File: src/rtl/qspi_pkg.sv
`timescale 1ns/1ps
// Shared definitions for the queued SPI master: register offsets and
// sequencer states. Assumes a byte-addressed 16-bit register bus.
package qspi_pkg;
    localparam logic [4:0] OFS_MODE = 5'h00;
    localparam logic [4:0] OFS_RUN  = 5'h04;
    localparam logic [4:0] OFS_QUE  = 5'h08;
    localparam logic [4:0] OFS_INT  = 5'h0C;
    localparam logic [4:0] OFS_ADR  = 5'h10;
    localparam logic [4:0] OFS_DAT  = 5'h14;

    typedef enum logic [1:0] {
        SQ_IDLE  = 2'd0,
        SQ_LOAD  = 2'd1,
        SQ_SHIFT = 2'd2
    } seq_state_t;
endpackage

File: src/rtl/qspi_ram.sv
`timescale 1ns/1ps
// Small register-file RAM: one synchronous write port and two
// asynchronous read ports. Cleared by reset. Assumes DEPTH is a power of 2.
module qspi_ram #(
    parameter int W     = 16,
    parameter int DEPTH = 16,
    localparam int AW   = $clog2(DEPTH)
) (
    input  logic          clk,
    input  logic          rst_n,
    input  logic          we,
    input  logic [AW-1:0] waddr,
    input  logic [W-1:0]  wdata,
    input  logic [AW-1:0] raddr_a,
    output logic [W-1:0]  rdata_a,
    input  logic [AW-1:0] raddr_b,
    output logic [W-1:0]  rdata_b
);
    logic [W-1:0] mem [DEPTH];

    // Storage update: clear on reset, otherwise write one entry.
    always_ff @(posedge clk) begin
        if (!rst_n) begin
            for (int i = 0; i < DEPTH; i++) mem[i] <= '0;
        end else if (we) begin
            mem[waddr] <= wdata;
        end
    end

    assign rdata_a = mem[raddr_a];
    assign rdata_b = mem[raddr_b];
endmodule

File: src/rtl/qspi_baud.sv
`timescale 1ns/1ps
// SCK phase timer: gives one tick every DIV cycles while run is high.
// A divisor of 0 gives no ticks. Restarts from zero whenever run drops.
module qspi_baud #(
    parameter int DIV_W = 8
) (
    input  logic             clk,
    input  logic             rst_n,
    input  logic             run,
    input  logic [DIV_W-1:0] div,
    output logic             tick
);
    logic [DIV_W-1:0] cnt_q;

    assign tick = run && (div != '0) && (cnt_q == div - 1'b1);

    // Phase counter: counts cycles inside one SCK phase.
    always_ff @(posedge clk) begin
        if (!rst_n || !run)  cnt_q <= '0;
        else if (tick)       cnt_q <= '0;
        else if (div != '0)  cnt_q <= cnt_q + 1'b1;
    end
endmodule

File: src/rtl/qspi_shift.sv
`timescale 1ns/1ps
// One-word SPI shift engine. It loads a right-justified word of len bits
// and makes 2*len SCK edges, one per tick. It samples MISO on the edges
// picked by cpha and shifts on the others. done pulses one cycle after
// the last edge, once rx_word holds the final value.
module qspi_shift #(
    parameter int W  = 16,
    localparam int LW = $clog2(W) + 1,
    localparam int EW = LW + 1
) (
    input  logic          clk,
    input  logic          rst_n,
    input  logic          load,
    input  logic [W-1:0]  tx_word,
    input  logic [LW-1:0] len,
    input  logic          cpol,
    input  logic          cpha,
    input  logic          tick,
    input  logic          miso,
    output logic          sck,
    output logic          mosi,
    output logic [W-1:0]  rx_word,
    output logic          active,
    output logic          done
);
    logic [W-1:0]  sh_q;
    logic [W-1:0]  rx_q;
    logic [EW-1:0] edge_q;
    logic [EW-1:0] last_edge;
    logic [LW-1:0] len_q;
    logic          sck_t_q;
    logic          sample_edge;

    assign last_edge   = {len_q, 1'b0} - EW'(1);
    assign sample_edge = (edge_q[0] == cpha);
    assign sck         = sck_t_q ^ cpol;
    assign mosi        = sh_q[W-1];
    assign rx_word     = rx_q;

    // Shift engine: load a word, then one SCK edge per tick.
    always_ff @(posedge clk) begin
        if (!rst_n) begin
            sh_q <= '0; rx_q <= '0; edge_q <= '0; len_q <= '0;
            sck_t_q <= 1'b0; active <= 1'b0; done <= 1'b0;
        end else if (load) begin
            sh_q    <= tx_word << (W - int'(len));
            rx_q    <= '0;
            edge_q  <= '0;
            len_q   <= len;
            sck_t_q <= 1'b0;
            active  <= 1'b1;
            done    <= 1'b0;
        end else begin
            done <= 1'b0;
            if (tick && active) begin
                sck_t_q <= ~sck_t_q;
                if (sample_edge)          rx_q <= {rx_q[W-2:0], miso};
                else if (edge_q != '0)    sh_q <= {sh_q[W-2:0], 1'b0};
                edge_q <= edge_q + 1'b1;
                if (edge_q == last_edge) begin
                    active <= 1'b0;
                    done   <= 1'b1;
                end
            end
        end
    end


    edge_bound_chk: assert property (@(posedge clk) disable iff (!rst_n)
        active |-> (edge_q <= last_edge));

    sck_hold_chk: assert property (@(posedge clk) disable iff (!rst_n)
        (!tick || !active) |=> $stable(sck_t_q));
endmodule

File: src/rtl/queued_spi_master.sv
`timescale 1ns/1ps
// Queued SPI master. It holds the bus registers, three 16-entry RAMs
// (transmit, receive, control) reached through an auto-incrementing
// address, and a sequencer that runs entries from a start pointer to an
// end pointer. Assumes one-cycle bus strobes and a divisor set before start.
module queued_spi_master #(
    parameter int DATA_W = 16,
    parameter int DEPTH  = 16,
    parameter int AW     = 5,
    localparam int PW    = $clog2(DEPTH),
    localparam int RAW   = PW + 2,
    localparam int LW    = $clog2(DATA_W) + 1,
    localparam int NBANK = 3
) (
    input  logic              clk,
    input  logic              rst_n,
    input  logic [AW-1:0]     bus_addr,
    input  logic              bus_wr,
    input  logic              bus_rd,
    input  logic [DATA_W-1:0] bus_wdata,
    output logic [DATA_W-1:0] bus_rdata,
    output logic              spi_sck,
    output logic              spi_mosi,
    input  logic              spi_miso,
    output logic              irq
);
    import qspi_pkg::*;

    logic [DATA_W-1:0] mode_q, que_q;
    logic              run_q, ie_q, flag_q;
    logic [RAW-1:0]    radr_q;
    logic [PW-1:0]     qptr_q, qend_q;
    seq_state_t        state_q;

    logic [1:0]        bank_sel;
    logic [PW-1:0]     sw_idx;
    logic              dat_wr, dat_rd, start, seq_wr, seq_fin;
    logic              tick, sh_active, sh_done;
    logic [DATA_W-1:0] rx_word, ram_rd;
    logic [LW-1:0]     word_len;
    logic [3:0]        len_field;

    logic [NBANK-1:0]             bank_we;
    logic [NBANK-1:0][PW-1:0]     bank_wa;
    logic [NBANK-1:0][DATA_W-1:0] bank_wd, rd_sw, rd_q;

    assign bank_sel  = radr_q[RAW-1:PW];
    assign sw_idx    = radr_q[PW-1:0];
    assign dat_wr    = bus_wr && (bus_addr == OFS_DAT);
    assign dat_rd    = bus_rd && (bus_addr == OFS_DAT);
    assign start     = bus_wr && (bus_addr == OFS_RUN) && bus_wdata[15]
                       && (state_q == SQ_IDLE);
    assign seq_wr    = (state_q == SQ_SHIFT) && sh_done;
    assign seq_fin   = seq_wr && (qptr_q == qend_q);
    assign len_field = mode_q[13:10];
    assign irq       = flag_q && ie_q;

    wire unused_bits = ^{rd_q[1], rd_q[2][15], rd_q[2][13:0]};

    // RAM banks: 0 transmit, 1 receive (also written by the sequencer), 2 control.
    for (genvar b = 0; b < NBANK; b++) begin : g_bank
        if (b == 1) begin : g_rx
            assign bank_we[b] = seq_wr || (dat_wr && bank_sel == 2'(b));
            assign bank_wa[b] = seq_wr ? qptr_q : sw_idx;
            assign bank_wd[b] = seq_wr ? rx_word : bus_wdata;
        end else begin : g_sw
            assign bank_we[b] = dat_wr && (bank_sel == 2'(b));
            assign bank_wa[b] = sw_idx;
            assign bank_wd[b] = bus_wdata;
        end
        qspi_ram #(.W(DATA_W), .DEPTH(DEPTH)) u_ram (
            .clk(clk), .rst_n(rst_n), .we(bank_we[b]), .waddr(bank_wa[b]),
            .wdata(bank_wd[b]), .raddr_a(sw_idx), .rdata_a(rd_sw[b]),
            .raddr_b(qptr_q), .rdata_b(rd_q[b]));
    end

    // Word length of the current entry from its control word and the mode field.
    always_comb begin
        if (!rd_q[2][14])          word_len = LW'(8);
        else if (len_field == '0)  word_len = LW'(DATA_W);
        else if (len_field < 4'd8) word_len = LW'(8);
        else                       word_len = LW'(len_field);
    end

    // Software view of the RAM selected by the address register.
    always_comb begin
        case (bank_sel)
            2'd0:    ram_rd = rd_sw[0];
            2'd1:    ram_rd = rd_sw[1];
            2'd2:    ram_rd = rd_sw[2];
            default: ram_rd = '0;
        endcase
    end

    // Register read mux.
    always_comb begin
        case (bus_addr)
            OFS_MODE: bus_rdata = mode_q;
            OFS_RUN:  bus_rdata = {run_q, 15'b0};
            OFS_QUE:  bus_rdata = que_q;
            OFS_INT:  bus_rdata = {7'b0, ie_q, 7'b0, flag_q};
            OFS_ADR:  bus_rdata = DATA_W'(radr_q);
            OFS_DAT:  bus_rdata = ram_rd;
            default:  bus_rdata = '0;
        endcase
    end

    // Software registers: mode, queue pointers, interrupt, RAM address.
    always_ff @(posedge clk) begin
        if (!rst_n) begin
            mode_q <= '0; que_q <= '0; ie_q <= 1'b0; flag_q <= 1'b0; radr_q <= '0;
        end else begin
            if (bus_wr && bus_addr == OFS_MODE) mode_q <= bus_wdata;
            if (bus_wr && bus_addr == OFS_QUE)  que_q  <= bus_wdata;
            if (bus_wr && bus_addr == OFS_INT)  ie_q   <= bus_wdata[8];
            if (seq_fin)
                flag_q <= 1'b1;
            else if (bus_wr && bus_addr == OFS_INT && bus_wdata[0])
                flag_q <= 1'b0;
            if (bus_wr && bus_addr == OFS_ADR) radr_q <= bus_wdata[RAW-1:0];
            else if (dat_wr || dat_rd)         radr_q <= radr_q + 1'b1;
        end
    end

    // Queue sequencer: latch pointers at start, load and shift each entry.
    always_ff @(posedge clk) begin
        if (!rst_n) begin
            state_q <= SQ_IDLE; run_q <= 1'b0; qptr_q <= '0; qend_q <= '0;
        end else begin
            case (state_q)
                SQ_IDLE: if (start) begin
                    qptr_q  <= que_q[PW-1:0];
                    qend_q  <= que_q[8 +: PW];
                    run_q   <= 1'b1;
                    state_q <= SQ_LOAD;
                end
                SQ_LOAD: state_q <= SQ_SHIFT;
                SQ_SHIFT: if (sh_done) begin
                    if (qptr_q == qend_q) begin
                        run_q   <= 1'b0;
                        state_q <= SQ_IDLE;
                    end else begin
                        qptr_q  <= qptr_q + 1'b1;
                        state_q <= SQ_LOAD;
                    end
                end
                default: state_q <= SQ_IDLE;
            endcase
        end
    end

    qspi_baud #(.DIV_W(8)) u_baud (
        .clk(clk), .rst_n(rst_n), .run((state_q == SQ_SHIFT) && sh_active),
        .div(mode_q[7:0]), .tick(tick));

    qspi_shift #(.W(DATA_W)) u_shift (
        .clk(clk), .rst_n(rst_n), .load(state_q == SQ_LOAD), .tx_word(rd_q[0]),
        .len(word_len), .cpol(mode_q[9]), .cpha(mode_q[8]), .tick(tick),
        .miso(spi_miso), .sck(spi_sck), .mosi(spi_mosi), .rx_word(rx_word),
        .active(sh_active), .done(sh_done));


    sck_idle_chk: assert property (@(posedge clk) disable iff (!rst_n)
        (state_q == SQ_IDLE) |-> (spi_sck == mode_q[9]));

    run_clear_chk: assert property (@(posedge clk) disable iff (!rst_n)
        $fell(run_q) |-> flag_q);

    load_next_chk: assert property (@(posedge clk) disable iff (!rst_n)
        (state_q == SQ_LOAD) |=> (state_q == SQ_SHIFT) && sh_active);

    end_hold_chk: assert property (@(posedge clk) disable iff (!rst_n)
        (state_q != SQ_IDLE) |=> (state_q == SQ_IDLE) || $stable(qend_q));
endmodule

File: config.mk
export PLATFORM = sky130hd
export DESIGN_NAME = queued_spi_master
export DESIGN_NICKNAME = d
export VERILOG_FILES = /design/src/rtl/qspi_pkg.sv /design/src/rtl/qspi_ram.sv /design/src/rtl/qspi_baud.sv /design/src/rtl/qspi_shift.sv /design/src/rtl/queued_spi_master.sv
export SDC_FILE = /design/constraint.sdc
export NUM_CORES = 1
export LEC_CHECK = 0
export ABC_CLOCK_PERIOD_IN_PS = 7350
export BUFFER_PORTS_ARGS = -buffer_cell sky130_fd_sc_hd__buf_2
export CAP_MARGIN = 5
export CORE_MARGIN = 3
export CORE_UTILIZATION = 65
export CTS_CLUSTER_DIAMETER = 80
export DETAILED_ROUTE_END_ITERATION = 8
export PLACE_DENSITY = 0.82
export SLEW_MARGIN = 20
export SYNTH_ARGS = -nofsm -noshare
export SYNTH_HDL_FRONTEND = slang
export SYNTH_SLANG_ARGS = --single-unit
File: constraint.sdc
create_clock -name clk -period 7.35 [get_ports clk]
set_clock_uncertainty 0.1 [all_clocks]
set_input_delay 0.3675 -clock clk [delete_from_list [all_inputs] [get_ports clk]]
set_output_delay 0.3675 -clock clk [all_outputs]
set_load 0.05 [all_outputs]
## Word level (Yosys, flattened, before mapping)

Memory sizes are Yosys's and may differ from the RTL's. A register that Yosys moved wholly into a read port is not among the register bits.
Index checks and enable logic that the tools add are counted.

| cells by class | value |
|---|---|
| bitwise logic cells | 4 |
| add/subtract/negate cells | 7 |
| reduce and logical (&&, ||, !) cells | 50 |
| shifts and indexed selects | 1 |
| mux-type cells | 60 |
| magnitude comparators | 1 |
| equal/unequal tests | 18 |

Operators by type and width:

| cell | count |
|---|---|
| 2-to-1 mux 16 bit | 8 |
| one-hot mux 16 bit (6 select lines) | 1 |
| 2-to-1 mux 4 bit | 18 |
| one-hot mux 16 bit (3 select lines) | 1 |
| OR reduction 16 bit | 3 |
| left shift 16 x 32 -> 16 bit | 1 |
| 2-to-1 mux 1 bit | 23 |
| logical AND 1 bit | 20 |
| adder 6 x 1 -> 6 bit (second input constant) | 2 |
| 2-to-1 mux 6 bit | 2 |
| nonzero test 2 bit | 6 |
| equality test 5 x 4 -> 1 bit (second input constant) | 2 |
| equality test 5 bit (second input constant) | 2 |
| 2-to-1 mux 5 bit | 2 |
| adder 8 x 1 -> 8 bit (second input constant) | 1 |
| equality test 8 bit | 1 |
| one-hot mux 4 bit (2 select lines) | 1 |
| AND reduction 2 bit | 4 |
| AND reduction 4 bit | 2 |
| nonzero test 8 bit | 1 |
| subtractor 8 x 1 -> 8 bit (second input constant) | 1 |
| equality test 6 bit | 1 |
| != test 2 bit (second input constant) | 3 |
| one-hot mux 2 bit (3 select lines) | 1 |
| other kinds (23) | 34 |

| word-level totals | value |
|---|---|
| memory bits (writable) | 768 |
| output and inout port bits | 19 |
| bits in registers | 105 |
| memories kept | 3 |

Memory list:

| name | depth | width | read ports | clocked after memory_dff | wr ports | RTL line | text |
|---|---|---|---|---|---|---|---|
| g_bank[0].u_ram.mem | 16 | 16 | 2 | 2 | 16 | qspi_ram.sv:19 | `logic [W-1:0] mem [DEPTH];` |
| g_bank[1].u_ram.mem | 16 | 16 | 1 | 1 | 16 | qspi_ram.sv:19 |  |
| g_bank[2].u_ram.mem | 16 | 16 | 2 | 2 | 16 | qspi_ram.sv:19 |  |

## Depth between registers and ports, before layout

Gate-level depths: netlist (run 1).

| depth | value |
|---|---|
| depth after elaboration | 9 |
| gate-level depth with buffers | 13 |

## Hierarchy

From an unflattened synthesis (run 1), not the netlist that was laid out.

| unflattened totals | value |
|---|---|
| cells, all modules | 3380 |
| area total of the unflattened synthesis | 46917.5 sq um |

By module, submodules not included:

| module | sequential area each (sq um) | instances | area an instance (sq um) | cells each |
|---|---|---|---|---|
| qspi_ram at g_bank[1].u_ram ... | 7687.4 | 2 | 13538.0 | 859 |
| qspi_ram at g_bank[0].u_ram | 7687.4 | 1 | 13387.8 | 859 |
| queued_spi_master | 1021.0 | 1 | 3101.7 | 409 |
| qspi_shift | 920.9 | 1 | 2718.9 | 320 |
| qspi_baud | 160.2 | 1 | 633.1 | 74 |

## Least setup slack after synthesis (run 1)

No wires, ideal clock.

| path | value |
|---|---|
| path kind | reg2reg |
| from | reg with a tool-made name |
| to | reg u_shift.sh_q[14] |
| buffers on the path | 1 |
| setup time | 135 ps |
| path slack | 3764 ps |
| arrival time | 3351 ps |
| stages on the path, launching flop included | 13 |
| cell sequence | dfxtp_1 buf_6 mux2i_1 mux4_2 or2_2 nand2_1 inv_2 ha_1 or4_4 nand2_2 mux4_2 nand3_1 a41oi_1 |

RTL lines:

| what | RTL line | text |
|---|---|---|
| end signal, assigned | qspi_shift.sv:46 | `sh_q <= tx_word << (W - int'(len));` |
| end signal, assigned | qspi_shift.sv:58 | `else if (edge_q != '0) sh_q <= {sh_q[W-2:0], 1'b0};` |
| end, declared | qspi_shift.sv:26 | `logic [W-1:0] sh_q;` |

==> impl_summary.txt, run 1 <==
----------------------------------------------------
[Synthesis]
  Leading cell types by total area after synthesis ... sky130_fd_sc_hd__edfxtp_1 54%, sky130_fd_sc_hd__mux4_2 17%, sky130_fd_sc_hd__and2_1 7.7%
  Total number of yosys warnings ... 0
  Main flop type after synthesis ... sky130_fd_sc_hd__edfxtp_1
  Synthesized Nets ... 3,092
  Count of state elements after synthesis ... between 800 and 900
  Number of flops mapped to enable cells by yosys ... 768
  Number of unique standard cell types used by synthesis ... 78
  Largest area contributor in the netlist ... sky130_fd_sc_hd__edfxtp_1
  Average footprint of a synthesized cell ... 13.92 um2
  Area of the mapped netlist ... 42,510 um2
  Portion of the post-synthesis area used by sequential elements ... 59.57%
  Fraction of synthesized cell area taken by the top area cell type ... 54.25%
  Share of synthesized flip-flops with an asynchronous set or reset ... 0%
  Post-synthesis cell count ... 3,055

[Setup path]
  Logic depth of the worst register-to-register path ... 6
  Worst R2R Setup Slack ... 2.32 ns
  Required time at the endpoint of the critical path ... around 6.9 ns
  Critical path endpoint category ... primary output
  CP startpoint kind ... register
  Critical-path maximum fanout ... 68
  Crit Path Class ... reg2out
  Crit path capture ... bus_rdata[10]
  Reg-to-Reg Start ... state_q[1]$_SDFFE_PN0P_
  Critical path arrival ... 4.93 ns
  Capture point of the worst reg-to-reg path ... g_bank[1].u_ram.mem[6][15]$_SDFFCE_PN0P_

[STA]
  Setup repair after global routing missed its margin ... false
  Hold violation total from the final report ... 0
  Total negative slack for setup checks ... 0 ns
  Worst Max-Slew Pin Slew ... 1.126 ns
  Final min period ... 5.398 ns
  Achievable clock frequency ... 185.3 MHz
  Number of failing setup endpoints in the final timing report ... 0
  Slew headroom ... 24.68%
  Part of the cycle the worst path needs ... 73.44%
  Max-slew violations ... 0

[Power and ir drop]
  Power density over the cells ... 236.4 nW/um2
  Lkg Pwr ... around 16 nW
  Highest ir drop seen on vdd ... 0.2339 mV

[Placement]
  Cell Area, Placed ... between 40,000 and 50,000 um2
  Placed wire-length estimate ... 74,620 um
  Final weighted congestion of routability-driven global placement ... 0.9193
  Count of buffers from port buffering ... 44

[Clocking]
  Number of levels in the clock H-tree ... 3
  Clock sink total ... 881
  Post-CTS setup buffers ... 0
  CTS root buf ... sky130_fd_sc_hd__clkbuf_16
  Clock tree from TritonCTS ... done
  Max Buffers Root-to-Sink ... 3
  Clock transition time at the flip-flop clock pins of the worst setup and hold paths ... 0.06 ns
  Clk Latency, worst-skew pair ... 0.67 ns
  Total clock buffers created by CTS ... 91

[Route]
  Wire per inst ... just over 30 um
  Sum of routed wire length over all layers ... approximately 120,000 um
  Number of vias per cell after detailed routing ... slightly above 7
  Total via count in the routed design ... 27,779
  Initial detailed-routing violation count ... 4,458
  Number of nets with antenna violations after detailed routing ... 0
  Count of TritonRoute iterations in the first routing pass ... 9
  DRC violation count after routing ... 2

[Floorplan]
  Row cnt ... 93
  Initial cell density of the core ... between 60% and 70%
  Number of top-level pins ... between 40 and 50
  X dimension of the die ... about 260 um
  Core ar. ... ~65,000 um2
  Vertical die dimension ... 261.7 um
  Die Outline Area ... 68,510 um2

[Global routing]
  Pin count of the biggest net entering global routing ... 83
  Via count of the first global-routing pass ... 28,036
  Global-route wire length before repair ... 180,600 um
  GRT Resource Usage Total ... 36.52%
  Antenna violations before repair ... 3
  Remaining global-route overflow ... 0

[Hold path]
  Type of the most critical hold path ... in2reg

[Final layout]
  Design Area, Final ... between 40,000 and 50,000 um2
  Layout Area Growth over Synthesis ... 9.497%
  Final Net Count ... 3,036
  Share of final-layout standard cells stronger than drive strength 1 ... 20.32%

[Run]
  Count of max-cap constraint violations ... 0

[Status]
  Violated checks ... DRC
  Run status ... finished, violations left

----------------------------------------------------
==> cell type report <==
| cell class | instances | area (um2) |
|---|---|---|
| Fill cell | 3878 | 18030 |
| Clock buffer | 109 | 2386 |
| Timing Repair Buffer | 113 | 778.2 |
| Inverter | 41 | 153.9 |
| Sequential cell | 881 | 25340 |
| Multi-Input combinational cell | 1871 | 16060 |
| Clock inverter | 61 | 752.0 |
| Antenna cell | 3 | 7.507 |
| Tap cell | 855 | 1070 |
==> sequential cells by signal (all words and copies together), names as in the netlist, 2 cells and up, named ones only <==
signal / cells
g_bank.u_ram.mem: 768
mode_q: 16
qend_q: 4
qptr_q: 4
que_q: 16
radr_q: 6
state_q: 2
u_baud.cnt_q: 8
u_shift.edge_q: 6
u_shift.len_q: 5
u_shift.rx_word: 16
u_shift.sh_q: 16
==> synth_stat cells, types with 11 or more instances <==
| cell type | number |
|---|---|
| sky130_fd_sc_hd__nor3_1 | 12 |
| sky130_fd_sc_hd__mux4_2 | 314 |
| sky130_fd_sc_hd__and2_1 | 520 |
| sky130_fd_sc_hd__clkbuf_1 | 206 |
| sky130_fd_sc_hd__mux2i_1 | 72 |
| sky130_fd_sc_hd__o21ai_0 | 60 |
| sky130_fd_sc_hd__a22oi_1 | 39 |
| sky130_fd_sc_hd__ha_1 | 11 |
| sky130_fd_sc_hd__inv_1 | 40 |
| sky130_fd_sc_hd__nor2_1 | 377 |
| sky130_fd_sc_hd__a21oi_1 | 61 |
| sky130_fd_sc_hd__xnor2_1 | 15 |
| sky130_fd_sc_hd__nand2b_1 | 11 |
| sky130_fd_sc_hd__buf_1 | 30 |
| sky130_fd_sc_hd__dfxtp_1 | 113 |
| sky130_fd_sc_hd__o22ai_1 | 19 |
| sky130_fd_sc_hd__nand3_1 | 33 |
| sky130_fd_sc_hd__nand2_1 | 173 |
| sky130_fd_sc_hd__xor2_1 | 23 |
| sky130_fd_sc_hd__edfxtp_1 | 768 |
==> layer usage <==
layer | up-vias | wire (um) | part of all wire, % | track usage [%]
met2 | 2240 | 57370 | 47 | 57.65
li1 | 11220 | - | - | -
met4 | 4 | 10150 | 8.3 | 23.67
met3 | 576 | 15690 | 13 | 10.31
met1 | 13739 | 38720 | 32 | 44.66
met5 | - | 27 | 0.022 | 0
==> report_power, final <==
group          internal [W]  total, W  switching, W
registers           0.00556   0.00563     0.0000667
logic              0.000160  0.000506      0.000345
clock network       0.00286   0.00487       0.00201
==> critical path, stage by stage, from the launching register on <==
cell	delay, ns
sky130_fd_sc_hd__dfxtp_4	1.00
sky130_fd_sc_hd__buf_12	0.53
sky130_fd_sc_hd__mux4_2	0.61
sky130_fd_sc_hd__mux4_2	0.56
sky130_fd_sc_hd__mux2i_1	0.17
sky130_fd_sc_hd__o22ai_1	0.10
sky130_fd_sc_hd__a222oi_1	0.75
sky130_fd_sc_hd__inv_1	0.18
sky130_fd_sc_hd__buf_2	0.26
==> what timing repair did <==
action / in CTS / in global routing
resized for setup: 0 / 0
endpoints found under the hold margin: 1 / 0
hold buffers: 1 / 0
==> cell families after synthesis <==
group / synth area share (%)
AOI/OAI and AO/OA: 3.555
xor gates and xnor gates: 0.7828
adders and majority gates: 0.3237
buffers and inverters: 2.925
DFF: 59.57
muxes: 18.56
and+or+nand+nor: 14.29
==> cell usage in the layout (no fill, tap or decap), types with 19 or more instances in the layout <==
cell / instances
sky130_fd_sc_hd__o21ai_1: 34
sky130_fd_sc_hd__edfxtp_1: 768
sky130_fd_sc_hd__a22oi_1: 39
sky130_fd_sc_hd__nor2_1: 358
sky130_fd_sc_hd__a21oi_1: 61
sky130_fd_sc_hd__buf_4: 65
sky130_fd_sc_hd__nand3_1: 33
sky130_fd_sc_hd__buf_2: 44
sky130_fd_sc_hd__o22ai_1: 19
sky130_fd_sc_hd__nor2_2: 19
sky130_fd_sc_hd__nand2_1: 172
sky130_fd_sc_hd__dfxtp_1: 107
sky130_fd_sc_hd__o21ai_0: 30
sky130_fd_sc_hd__clkinv_1: 21
sky130_fd_sc_hd__and2_1: 520
sky130_fd_sc_hd__inv_1: 39
sky130_fd_sc_hd__xor2_1: 23
sky130_fd_sc_hd__mux4_2: 314
sky130_fd_sc_hd__clkbuf_16: 92
sky130_fd_sc_hd__mux2i_1: 61
==> through the flow <==
| step | util (%) | hold WS (ns) | cells | setup WS [ns] | total power, W |
|---|---|---|---|---|---|
| floorplan | - | 0.3359 | 3055 | 3.764 | 0.005996 |
| global placement | 67.01 | 0.3424 | 3758 | 2.571 | 0.006186 |
| detailed placement | 67.07 | 0.3525 | 3758 | 2.477 | 0.006215 |
| CTS | 71.95 | 0.03854 | 3929 | 2.136 | 0.01098 |
| global route | 72.07 | 0.09305 | 3931 | 1.792 | 0.01121 |
| finish | 72.08 | 0.08011 | 3934 | 1.952 | 0.01100 |
==> worst min-delay path by stage <==
stage	from	to	depth (start not counted)
finish	bus_wr	radr_q[4]$_SDFFE_PN0N_	3
global route	bus_wr	radr_q[4]$_SDFFE_PN0N_	3
CTS	bus_wr	radr_q[4]$_SDFFE_PN0N_	3
detailed placement	que_q[15]$_SDFFE_PN0P_	que_q[15]$_SDFFE_PN0P_	2
global placement	que_q[7]$_SDFFE_PN0P_	que_q[7]$_SDFFE_PN0P_	2
floorplan	que_q[12]$_SDFFE_PN0P_	que_q[12]$_SDFFE_PN0P_	2
(Power assumes the default switching activity.)
==> run 2: changes to the inputs <==
ABC_CLOCK_PERIOD_IN_PS = 5450   (was 7350)
CORE_UTILIZATION = 64   (was 65)
PLACE_DENSITY = 0.81   (was 0.82)
clock period = 5.45 ns   (was 7.35 ns; I/O delays follow)
==> run 2 against run 1 <==
Compared with the run above:
- the flow now finishes without violations
- design area down 0.31%
- flip-flop and latch count is the same
- hold slack improved by 0.015 ns
- sequential power is 35% higher
- register-to-register slack worse by 1.6 ns
- global-route usage fell by 2.3 points
- cell count rose by 0.43%
- routed wire length down 2.9%
- via count decreased by 1.4%
- largest power group unchanged
- critical endpoint is now u_shift.sh_q[14]$_SDFFE_PN0P_
- sequential share of layout area rose by 0.18 points
- setup slack worse by 1.3 ns
- highest routed layer is now met4
- non-clock buffer count grew 29
==> impl_summary.txt, run 2 (same netlist as run 1, synthesis figures left out) <==
----------------------------------------------------
[Status]
  Run status ... completed

[STA]
  Hold violation total from the final report ... 0 (unchanged)
  Total negative slack for setup checks ... 0 ns (unchanged)
  Max-slew violations ... 0 (unchanged)
  Number of failing setup endpoints in the final timing report ... 0 (unchanged)
  Worst Max-Slew Pin Slew ... 1.196 ns (+0.07073 ns)
  Setup repair after global routing missed its margin ... false
  Final min period ... 4.766 ns
  Least setup slack across all paths after layout ... 0.6841 ns (-1.268 ns)
  Slew headroom ... 19.95% (-4.7 points)
  Achievable clock frequency ... 209.8 MHz
  Part of the cycle the worst path needs ... 87.45%

[Route]
  Count of TritonRoute iterations in the first routing pass ... 7 (-2)
  Number of nets with antenna violations after detailed routing ... 0 (unchanged)
  Initial detailed-routing violation count ... 4,271 (-4.2%)
  Total via count in the routed design ... 27,380 (-1.4%)
  Wire per inst ... 29.98 um (-3.3%)
  DRC violation count after routing ... 0 (-2)
  Number of vias per cell after detailed routing ... 6.930 (-1.9%)
  Sum of routed wire length over all layers ... 118,500 um (-2.9%)

[Floorplan]
  X dimension of the die ... 263.7 um (+0.76%)
  Vertical die dimension ... 263.7 um (+0.76%)
  Die Outline Area ... 69,560 um2 (+1.5%)
  Number of top-level pins ... 45 (unchanged)
  Initial cell density of the core ... 65.36% (-0.47 points)
  Core ar. ... 65,050 um2 (+0.72%)
  Row cnt ... 93 (unchanged)

[Setup path]
  Worst R2R Setup Slack ... 0.68 ns (-1.64 ns)
  CP startpoint kind ... register
  Critical path endpoint category ... register
  Logic depth of the worst register-to-register path ... 11 (+5)
  Crit Path Class ... reg2reg
  Required time at the endpoint of the critical path ... 5.85 ns (-1.03 ns)
  Capture point of the worst reg-to-reg path ... u_shift.sh_q[14]$_SDFFE_PN0P_
  Critical path arrival ... 5.16 ns (+0.23 ns)
  Critical-path maximum fanout ... 17 (-75%)

[Clocking]
  Total clock buffers created by CTS ... 89 (-2.2%)
  Number of levels in the clock H-tree ... 3 (unchanged)
  Clk Latency, worst-skew pair ... 0.68 ns (about the same)
  Quantity of gates resized following cts ... 0 (unchanged)
  Clock sink total ... 881 (unchanged)
  CTS root buf ... sky130_fd_sc_hd__clkbuf_16
  Clock tree from TritonCTS ... done
  Max Buffers Root-to-Sink ... 3 (unchanged)
  Clock transition time at the flip-flop clock pins of the worst setup and hold paths ... 0.06 ns (about the same)

[Global routing]
  Pin count of the biggest net entering global routing ... 74 (-11%)
  Via count of the first global-routing pass ... 26,937 (-3.9%)
  Global-route wire length before repair ... 175,600 um (-2.8%)
  Antenna violations before repair ... 4 (+1)
  GRT Resource Usage Total ... 34.26% (-2.3 points)
  Remaining global-route overflow ... 0 (unchanged)

[Final layout]
  Layout Area Growth over Synthesis ... 9.153%
  Area of the multi-input gates ... 16,010 um2 (-0.33%)
  Most common cell after layout, fill and taps aside ... sky130_fd_sc_hd__edfxtp_1
  Number of filler instances in the final layout ... 4,004 (+3.2%)
  Share of final-layout standard cells stronger than drive strength 1 ... 20.08% (-0.23 points)
  Footprint of the flip-flops and latches ... 25,340 um2 (about the same)
  Final Net Count ... 3,063 (+0.89%)
  Register with the highest flop count ... g_bank.u_ram.mem
  Number of flip-flops under the largest register name ... 768 (unchanged)
  Most frequent cells in the layout ... 768 x sky130_fd_sc_hd__edfxtp_1, 520 x sky130_fd_sc_hd__and2_1, 363 x sky130_fd_sc_hd__nor2_1

[Placement]
  Final weighted congestion of routability-driven global placement ... 0.9798 (+6.6%)
  Placed wire-length estimate ... 74,350 um (-0.37%)
  Pre-CTS worst setup slack ... 0.7720 ns (-1.705 ns)
  Count of buffers from port buffering ... 44 (unchanged)

[Power and ir drop]
  Lkg Pwr ... 16.39 nW (+0.11%)
  Power density over the cells ... 305.7 nW/um2 (+29%)
  Highest ir drop seen on vdd ... 0.3353 mV (+43%)

[Run]
  Count of max-cap constraint violations ... 0 (unchanged)

[Hold path]
  Hold Crit Endpoint ... que_q[10]$_SDFFE_PN0P_
  Type of the most critical hold path ... in2reg
  Worst hold start ... bus_wdata[10]
  Hold-critical path depth ... 4 (+1)

----------------------------------------------------
## run 2: cell types whose count changed in the layout (fill, tap and decap cells not counted), sizes merged
cell	previous run	this run
clkinv	41	30
inv	44	41
bufinv	15	4
clkbuf	109	122
diode	3	4
dlygate4sd3	1	2
clkinvlp	2	1
buf	112	140
## run 2: report_power, final
part | switching, W | leakage (nW) | internal (W) | total (W)
clock network | 0.00262 | 1.35 | 0.00329 | 0.00591
registers | 0.0000835 | 8.85 | 0.00750 | 0.00759
logic | 0.000468 | 6.19 | 0.000221 | 0.000689
total | 0.00317 | 16.4 | 0.0110 | 0.0142
## run 2: worst max-delay path, cell delays in order (launching register included)
cell                      delay, ns
sky130_fd_sc_hd__dfxtp_1       0.66
sky130_fd_sc_hd__mux2i_1       0.18
sky130_fd_sc_hd__mux4_2        0.58
sky130_fd_sc_hd__or2_2         0.36
sky130_fd_sc_hd__nand2_1       0.47
sky130_fd_sc_hd__inv_2         0.21
sky130_fd_sc_hd__ha_1          0.30
sky130_fd_sc_hd__or4_4         0.57
sky130_fd_sc_hd__nand2_2       0.34
sky130_fd_sc_hd__mux4_2        0.58
sky130_fd_sc_hd__nand3_1       0.10
sky130_fd_sc_hd__a41oi_1       0.14
## run 2: per-layer routing
metal | vias up | GRT usage (%) | routed length (um)
met2 | 2086 | 53.33 | 55940
met1 | 13667 | 45.09 | 39480
met4 | 0 | 18.88 | 7753
met3 | 377 | 8.298 | 15280
met5 | - | 0 | 0
li1 | 11250 | - | -
## run 2: repair_timing
item	4_1_cts	5_1_grt
setup buffers	0	0
endpoints found under the hold margin	2	0
hold buffers	2	0
## run 2: worst max path at each step
stage,start,to,depth (start not counted)
2_1_floorplan,register,u_shift.sh_q[14]$_SDFFE_PN0P_,12
3_3_place_gp,register,u_shift.sh_q[12]$_SDFFE_PN0P_,11
3_5_place_dp,register,u_shift.sh_q[12]$_SDFFE_PN0P_,11
4_1_cts,register,u_shift.sh_q[12]$_SDFFE_PN0P_,11
5_1_grt,register,u_shift.sh_q[12]$_SDFFE_PN0P_,11
6_report,register,u_shift.sh_q[14]$_SDFFE_PN0P_,11
## run 2: layout make-up
class / count / share of cell area [%]
timing repair buffer: 142 / 2.259
inverter: 41 / 0.3316
multi-input combinational: 1871 / 34.50
clock buffer: 122 / 5.177
antenna: 4 / 0.02157
clock inverter: 35 / 0.7900
tap: 855 / 2.305
sequential: 881 / 54.61
## run 2: stage by stage
step | std cells | instance area, um2 | hold WS (ns) | util (%) | power (W)
after global placement | 3788 | 43550 | 0.3439 | 66.95 | 0.008349
after global routing | 3947 | 46400 | 0.1138 | 71.33 | 0.01448
final | 3951 | 46410 | 0.09501 | 71.34 | 0.01419
after CTS | 3947 | 46340 | 0.07430 | 71.24 | 0.01418
after detailed placement | 3788 | 43550 | 0.3502 | 66.95 | 0.008387
after floorplan | 3055 | 42510 | 0.3085 | - | 0.008087
